### config.mk
export PLATFORM = sky130hd
export DESIGN_NAME = xlat_flush_cache
export DESIGN_NICKNAME = d
export VERILOG_FILES = /design/src/rtl/xfc_pkg.sv /design/src/rtl/xfc_cmd_decode.sv /design/src/rtl/xfc_entry_array.sv /design/src/rtl/xfc_lookup.sv /design/src/rtl/xlat_flush_cache.sv
export SDC_FILE = /design/constraint.sdc
export NUM_CORES = 2
export LEC_CHECK = 0
export ABC_AREA = 1
export ABC_CLOCK_PERIOD_IN_PS = 2600
export BUFFER_PORTS_ARGS = -buffer_cell sky130_fd_sc_hd__buf_2
export CAP_MARGIN = 10
export CORE_MARGIN = 5
export CORE_UTILIZATION = 30
export DETAILED_ROUTE_END_ITERATION = 8
export MAX_ROUTING_LAYER = met4
export PLACE_DENSITY = 0.5
export SLEW_MARGIN = 20
export SYNTH_ARGS = -nofsm -noshare
export SYNTH_HDL_FRONTEND = slang
export SYNTH_SLANG_ARGS = --single-unit
### constraint.sdc
create_clock -name clk -period 2.6 [get_ports clk]
set_clock_uncertainty 0.15 [all_clocks]
set_input_delay 0.52 -clock clk [delete_from_list [all_inputs] [get_ports clk]]
set_output_delay 0.52 -clock clk [all_outputs]
set_load 0.01 [all_outputs]
### src/rtl/xfc_pkg.sv
package xfc_pkg;
    localparam int FC_W     = 3;
    localparam int NUM_DREG = 8;
    localparam int CMD_W    = 16;

    localparam logic [2:0] MODE_ALL     = 3'b001;
    localparam logic [2:0] MODE_FC      = 3'b100;
    localparam logic [2:0] MODE_FC_PAGE = 3'b110;

    typedef struct packed {
        logic            flush_all;
        logic            use_page;
        logic [FC_W-1:0] mask;
        logic [FC_W-1:0] fc;
    } flush_req_t;
endpackage

### src/rtl/xfc_cmd_decode.sv
module xfc_cmd_decode
    import xfc_pkg::*;
(
    input  logic [CMD_W-1:0]               cmd,
    input  logic [NUM_DREG-1:0][FC_W-1:0]  dregs,
    input  logic [FC_W-1:0]                sfc,
    input  logic [FC_W-1:0]                dfc,
    output logic                           legal,
    output flush_req_t                     req
);
    logic [2:0] mode;
    logic [4:0] sel;
    logic       hdr_ok;
    logic       mode_ok;
    logic       sel_ok;
    logic [FC_W-1:0] fc_sel;

    always_comb begin
        mode    = cmd[12:10];
        sel     = cmd[4:0];
        hdr_ok  = (cmd[15:13] == 3'b001) && (cmd[9:8] == 2'b00);
        mode_ok = (mode == MODE_ALL) || (mode == MODE_FC) || (mode == MODE_FC_PAGE);
        sel_ok  = 1'b1;
        fc_sel  = '0;
        if (sel[4:3] == 2'b10) begin
            fc_sel = sel[2:0];
        end else if (sel[4:3] == 2'b01) begin
            fc_sel = dregs[sel[2:0]];
        end else if (sel == 5'b00000) begin
            fc_sel = sfc;
        end else if (sel == 5'b00001) begin
            fc_sel = dfc;
        end else begin
            sel_ok = 1'b0;
        end
        legal         = hdr_ok && mode_ok && sel_ok;
        req.flush_all = (mode == MODE_ALL);
        req.use_page  = (mode == MODE_FC_PAGE);
        req.mask      = cmd[7:5];
        req.fc        = fc_sel;
    end
endmodule

### src/rtl/xfc_entry_array.sv
module xfc_entry_array
    import xfc_pkg::*;
#(
    parameter int ENTRIES = 22,
    parameter int PAGE_W  = 20
) (
    input  logic                             clk,
    input  logic                             rst_n,
    input  logic                             flush_en,
    input  flush_req_t                       req,
    input  logic [PAGE_W-1:0]                flush_page,
    input  logic                             fill_en,
    input  logic [FC_W-1:0]                  fill_fc,
    input  logic [PAGE_W-1:0]                fill_page,
    output logic [ENTRIES-1:0]               valid_o,
    output logic [ENTRIES-1:0][FC_W-1:0]     fc_o,
    output logic [ENTRIES-1:0][PAGE_W-1:0]   page_o
);
    localparam int PTR_W = (ENTRIES > 1) ? $clog2(ENTRIES) : 1;
    localparam logic [PTR_W-1:0] LAST = PTR_W'(ENTRIES - 1);

    typedef struct packed {
        logic [ENTRIES-1:0]             valid;
        logic [ENTRIES-1:0][FC_W-1:0]   fc;
        logic [ENTRIES-1:0][PAGE_W-1:0] page;
        logic [PTR_W-1:0]               ptr;
    } ent_t;

    ent_t ent_d, ent_q;
    logic [ENTRIES-1:0] kill;

    for (genvar g = 0; g < ENTRIES; g++) begin : g_match
        logic fc_ok;
        logic pg_ok;
        assign fc_ok   = (((ent_q.fc[g] ^ req.fc) & req.mask) == '0);
        assign pg_ok   = !req.use_page || (ent_q.page[g] == flush_page);
        assign kill[g] = flush_en && (req.flush_all || (fc_ok && pg_ok));
    end

    always_comb begin
        ent_d       = ent_q;
        ent_d.valid = ent_q.valid & ~kill;
        if (fill_en) begin
            ent_d.valid[ent_q.ptr] = 1'b1;
            ent_d.fc[ent_q.ptr]    = fill_fc;
            ent_d.page[ent_q.ptr]  = fill_page;
            ent_d.ptr = (ent_q.ptr == LAST) ? '0 : ent_q.ptr + 1'b1;
        end
    end

    always_ff @(posedge clk) begin
        if (!rst_n) begin
            ent_q <= '0;
        end else begin
            ent_q <= ent_d;
        end
    end

    assign valid_o = ent_q.valid;
    assign fc_o    = ent_q.fc;
    assign page_o  = ent_q.page;

    a_r3_ptr_range: assert property (@(posedge clk) disable iff (!rst_n)
        ent_q.ptr <= LAST);

    a_r4_all_cleared: assert property (@(posedge clk) disable iff (!rst_n)
        (flush_en && req.flush_all && !fill_en) |=> (valid_o == '0));

    a_r11_fill_lands: assert property (@(posedge clk) disable iff (!rst_n)
        fill_en |=> (valid_o[$past(ent_q.ptr)] && (fc_o[$past(ent_q.ptr)] == $past(fill_fc))));
endmodule

### src/rtl/xfc_lookup.sv
module xfc_lookup
    import xfc_pkg::*;
#(
    parameter int ENTRIES = 22,
    parameter int PAGE_W  = 20
) (
    input  logic                             clk,
    input  logic                             rst_n,
    input  logic [ENTRIES-1:0]               valid,
    input  logic [ENTRIES-1:0][FC_W-1:0]     fc,
    input  logic [ENTRIES-1:0][PAGE_W-1:0]   page,
    input  logic [FC_W-1:0]                  look_fc,
    input  logic [PAGE_W-1:0]                look_page,
    output logic                             hit
);
    logic [ENTRIES-1:0] match;

    for (genvar g = 0; g < ENTRIES; g++) begin : g_cmp
        assign match[g] = valid[g] && (fc[g] == look_fc) && (page[g] == look_page);
    end

    assign hit = |match;

    a_r1_empty_misses: assert property (@(posedge clk) disable iff (!rst_n)
        (valid == '0) |-> !hit);
endmodule

### src/rtl/xlat_flush_cache.sv
module xlat_flush_cache
    import xfc_pkg::*;
#(
    parameter int ENTRIES  = 22,
    parameter int ADDR_W   = 32,
    parameter int OFFSET_W = 12
) (
    input  logic                      clk,
    input  logic                      rst_n,
    input  logic                      fill_valid,
    input  logic [2:0]                fill_fc,
    input  logic [ADDR_W-1:0]         fill_addr,
    input  logic [2:0]                look_fc,
    input  logic [ADDR_W-1:0]         look_addr,
    output logic                      look_hit,
    input  logic                      flush_valid,
    input  logic [15:0]               flush_cmd,
    input  logic [ADDR_W-1:0]         flush_addr,
    input  logic [23:0]               flush_dregs,
    input  logic [2:0]                flush_sfc,
    input  logic [2:0]                flush_dfc,
    output logic                      flush_done,
    output logic                      flush_illegal
);
    localparam int PAGE_W = ADDR_W - OFFSET_W;

    typedef struct packed {
        logic done;
        logic illegal;
    } st_t;

    st_t st_d, st_q;

    logic                            legal;
    flush_req_t                      req;
    logic [ENTRIES-1:0]              valid_v;
    logic [ENTRIES-1:0][FC_W-1:0]    fc_v;
    logic [ENTRIES-1:0][PAGE_W-1:0]  page_v;
    logic                            unused_offset_bits;

    assign unused_offset_bits = ^{fill_addr[OFFSET_W-1:0], look_addr[OFFSET_W-1:0],
                                  flush_addr[OFFSET_W-1:0]};

    xfc_cmd_decode u_dec (
        .cmd   (flush_cmd),
        .dregs (flush_dregs),
        .sfc   (flush_sfc),
        .dfc   (flush_dfc),
        .legal (legal),
        .req   (req)
    );

    xfc_entry_array #(.ENTRIES(ENTRIES), .PAGE_W(PAGE_W)) u_arr (
        .clk        (clk),
        .rst_n      (rst_n),
        .flush_en   (flush_valid && legal),
        .req        (req),
        .flush_page (flush_addr[ADDR_W-1:OFFSET_W]),
        .fill_en    (fill_valid),
        .fill_fc    (fill_fc),
        .fill_page  (fill_addr[ADDR_W-1:OFFSET_W]),
        .valid_o    (valid_v),
        .fc_o       (fc_v),
        .page_o     (page_v)
    );

    xfc_lookup #(.ENTRIES(ENTRIES), .PAGE_W(PAGE_W)) u_look (
        .clk       (clk),
        .rst_n     (rst_n),
        .valid     (valid_v),
        .fc        (fc_v),
        .page      (page_v),
        .look_fc   (look_fc),
        .look_page (look_addr[ADDR_W-1:OFFSET_W]),
        .hit       (look_hit)
    );

    always_comb begin
        st_d.done    = flush_valid && legal;
        st_d.illegal = flush_valid && !legal;
    end

    always_ff @(posedge clk) begin
        if (!rst_n) begin
            st_q <= '0;
        end else begin
            st_q <= st_d;
        end
    end

    assign flush_done    = st_q.done;
    assign flush_illegal = st_q.illegal;

    a_r10_no_overlap: assert property (@(posedge clk) disable iff (!rst_n)
        !(flush_done && flush_illegal));

    a_r10_done_follows: assert property (@(posedge clk) disable iff (!rst_n)
        (flush_valid && legal) |=> flush_done);

    a_r9_illegal_keeps: assert property (@(posedge clk) disable iff (!rst_n)
        (flush_valid && !legal && !fill_valid) |=> ($stable(valid_v) && flush_illegal && !flush_done));
endmodule

==> impl_metrics.csv <==
group,metric,value,unit
clock_network,insertion_delay,640,ps
grt,grt.overflow.total,0,
power_and_ir_drop,power-per-cell-area,539,nW/um^2
setup_path,worstRegToRegCells,8,
logic_synthesis,postSynthNetCount,4932,
die,initial_core_util,0.301,
status,violations_in_the_final_reports,"negative setup slack",
logic_synthesis,syn_area_per_cell,6.73,sq um
placement,numPortBuffers,118,
power_and_ir_drop,clock_power_share,0.439,
timing,unrepaired_setup_endpoints_after_global_routing,"yes",
timing,setup_viol,1,
timing,final.setup.worst_slack,-532,ps
worst_hold_path,hold_path_end,"u_arr.ent_q[0]",
setup_path,worstSetupStartpointType,"input pin",
logic_synthesis,netlist_instances,4776,
drt,vias_after_detailed_routing,37519,
placement,detailed_place_hpwl,134000,um
layout,fillers,11255,
setup_path,cp_data_required_time,1930,ps
grt,grt_first_pass_wirelength,268000,um
timing,worst_hold_slack,54.2,ps
clock_network,tritoncts_num_sinks,535,
grt,antenna_found_initial,15,
timing,hold_viol,0,
placement,gpl.final_weighted_congestion,1.04,
drt,routed_wirelength,197000,um
timing,finalCriticalPeriod,3130,ps
timing,post-route-period-util,1.20,
timing,final_max_slew_viol_count,0,
power_and_ir_drop,report.power.total,0.0222,W
worst_hold_path,hold_path.startpoint,"fill_valid",
die,core.rowCount,120,
clock_network,clock_tree.htree_level_count,3,
die,design.die.area,114000,sq um
drt,postRouteAntennaNets,0,
power_and_ir_drop,static-leakage-power,15.9,nW
power_and_ir_drop,combinationalPowerShare,0.184,
setup_path,worstSetupEndpointType,"output pin",
timing,worstMarginPinSlew,714,ps
power_and_ir_drop,p_sw,0.00688,W
logic_synthesis,yosys.cell_types.count,41,
timing,setup-tns-final,-532,ps
clock_network,path_clk_slew,60,ps
logic_synthesis,synth-seq-area-share,0.333,
logic_synthesis,yosys_warnings,0,
drt,drt-pass1-iter-count,6,
die,fp.dieW,337,um
run,max-cap-violations,0,
clock_network,clock_tree_from_tritoncts,"done",
timing,timing.fmax,319,MHz
die,io_pins,155,
logic_synthesis,synth_area,32200,sq um
grt,grt_max_degree,121,
power_and_ir_drop,seq_power_share,0.377,
worst_hold_path,worst_hold_path_type,"in2reg",
grt,grt.total_usage,0.341,
layout,multi_input_comb_area,18700,sq um
layout,syn2layout_area_growth,27.8,%
worst_hold_path,timing.hold.worst_path_depth,3,
setup_path,r2r-start,"u_arr.ent_q[0]",
timing,slew-limit-headroom,0.524,
setup_path,worst_setup_path_startpoint,"look_fc[0]",
die,core-area,107000,sq um
clock_network,clock_tree.buffer_depth,3,
setup_path,type_of_the_worst_setup_path,"in2out",
layout,layout.area.seq,10700,sq um
layout,design.final.nets,5228,
setup_path,cp_max_fo,7,
layout,drive_gt1_frac,0.158,
grt,first_global_vias,34283,
power_and_ir_drop,vdd_drop_max,0.391,mV
drt,first_iter_violations,5472,
die,die_y,337,um
status,status,"finished with violations",
drt,wl_per_cell,30.1,um
logic_synthesis,yosys_register_bits,535,
clock_network,cts-root-buf,"clkbuf_16",
power_and_ir_drop,sw_frac_of_total,0.310,
power_and_ir_drop,internal_power,0.0153,W
drt,drc_errors,0,
setup_path,critical_path_arrival,2460,ps
setup_path,setup.reg_to_reg.worst_slack,180,ps
drt,drt-vias-per-instance,5.74,
clock_network,cts-buffers-inserted,69,
-- routing by layer --
layer | vias to the layer above | wire [um] | global-route usage
li1 | 16488 | - | -
met1 | 17873 | 79900 | 0.448
met2 | 2533 | 82900 | 0.505
met3 | 625 | 22800 | 0.0758
met4 | 0 | 11200 | 0.148
met5 | - | 0 | -
-- cell families after synthesis --
kind of cell | share of synthesized area
buffers and inverters | 0.0920
flip-flops | 0.333
XOR/XNOR | 0.129
AO/OA/AOI/OAI | 0.211
AND/OR/NAND/NOR | 0.233
adder cells (fa/ha/maj) | 0.00156
-- timing repair --
action,4_1_cts,5_1_grt
pin swaps,20,10
gates resized for setup,50,29
setup buffers,5,3
setup endpoints to repair,1,27
endpoints found under the hold margin,1,0
hold buffers,1,0
cloned,1,1
-- power by group through the flow --
| stage | Sequential [W] | Clock, W | Combinational (W) |
|---|---|---|---|
| 3_3_place_gp | 0.00854 | 0 | 0.00385 |
| 4_1_cts | 0.00836 | 0.00978 | 0.00390 |
| 6_report | 0.00837 | 0.00972 | 0.00407 |
| 3_5_place_dp | 0.00854 | 0 | 0.00385 |
| 5_1_grt | 0.00837 | 0.0100 | 0.00414 |
| 2_1_floorplan | 0.00852 | 0 | 0.00172 |
-- area by class of cell --
cell class | count | area share
multi-input cells | 3490 | 0.455
inverters | 371 | 0.0342
flip-flops and latches | 535 | 0.261
repair buffers | 604 | 0.153
repair inverters | 1 | 0.000183
clock buffers | 108 | 0.0508
clock inverters | 14 | 0.00268
diodes | 7 | 0.000426
well taps | 1403 | 0.0427
-- metrics by stage --
stage / utilization / worst slack, ps / std cells / area (sq um)
floorplan: - / 65.7 / 4776 / 32200
global placement: 0.360 / -739 / 6395 / 38500
detailed placement: 0.360 / -693 / 6395 / 38500
CTS: 0.384 / -470 / 6522 / 40900
global route: 0.385 / -561 / 6531 / 41100
finish: 0.385 / -532 / 6533 / 41100
-- cell usage after synthesis --
master	instances	area (sq um)
a2111oi_0	1	8.76
a211oi_1	9	67.6
a21oi_1	413	2070
a21oi_2	8	70.1
a221oi_1	20	175
a22o_1	9	78.8
a22oi_1	3	22.5
and2_0	1	6.26
buf_1	31	116
buf_2	72	360
buf_4	7	52.6
buf_6	3	33.8
clkbuf_1	267	1000
clkinv_1	10	37.5
dfxtp_1	535	10700
ha_1	4	50.1
inv_1	356	1340
inv_2	5	18.8
nand2_1	720	2700
nand2_2	4	25.0
nand3_1	290	1450
nand3_2	8	80.1
nand3_4	1	17.5
nand3b_1	3	22.5
nand4_1	63	394
nor2_1	575	2160
nor2_2	1	6.26
nor2_4	3	33.8
nor3_1	58	290
nor3_2	1	10.0
nor3b_1	1	7.51
nor4_1	37	231
o2111ai_1	36	315
o211ai_1	7	52.6
o21ai_0	507	2540
o21ai_1	10	50.1
o221ai_1	2	17.5
o22ai_1	210	1310
or2_2	11	68.8
xnor2_1	320	2800
xor2_1	154	1350
-- how the worst max path moves through the flow --
stage | to | slack (ps) | depth (start not counted)
6_report | look_hit | -530 | 11
5_1_grt | look_hit | -560 | 12
4_1_cts | look_hit | -470 | 9
3_5_place_dp | look_hit | -690 | 14
3_3_place_gp | look_hit | -740 | 14
2_1_floorplan | look_hit | 70 | 12
-- layout by cell type, fill, tap and decap left out, drive strengths merged --
cell type | netlist | final
nand2 | 724 | 724
buf | 113 | 601
nor2 | 579 | 579
dfxtp | 535 | 535
o21ai | 517 | 517
a21oi | 421 | 421
inv | 361 | 360
xnor2 | 320 | 320
nand3 | 299 | 299
o22ai | 210 | 210
xor2 | 154 | 154
clkbuf | 267 | 109
nand4 | 63 | 63
nor3 | 59 | 59
nor4 | 37 | 37
o2111ai | 36 | 36
a221oi | 20 | 20
clkinv | 10 | 16
or2 | 11 | 11
a22o | 9 | 9
clkinvlp | 0 | 9
a211oi | 9 | 9
diode | 0 | 7
o211ai | 7 | 7
ha | 4 | 4
nand3b | 3 | 3
a22oi | 3 | 3
o221ai | 2 | 2
nor3b | 1 | 1
and2 | 1 | 1
a2111oi | 1 | 1
bufinv | 0 | 1
bufbuf | 0 | 1
dlygate4sd3 | 0 | 1
-- critical path, cell delays in order --
cell     delay, ps
buf_2          200
buf_4          270
buf_4          200
o22ai_1        100
nor4_1         320
nand2_1        150
o22ai_1        210
buf_4          170
nor2_2          60
nand2_2        120
buf_6          120
(Power assumes the default switching activity.)
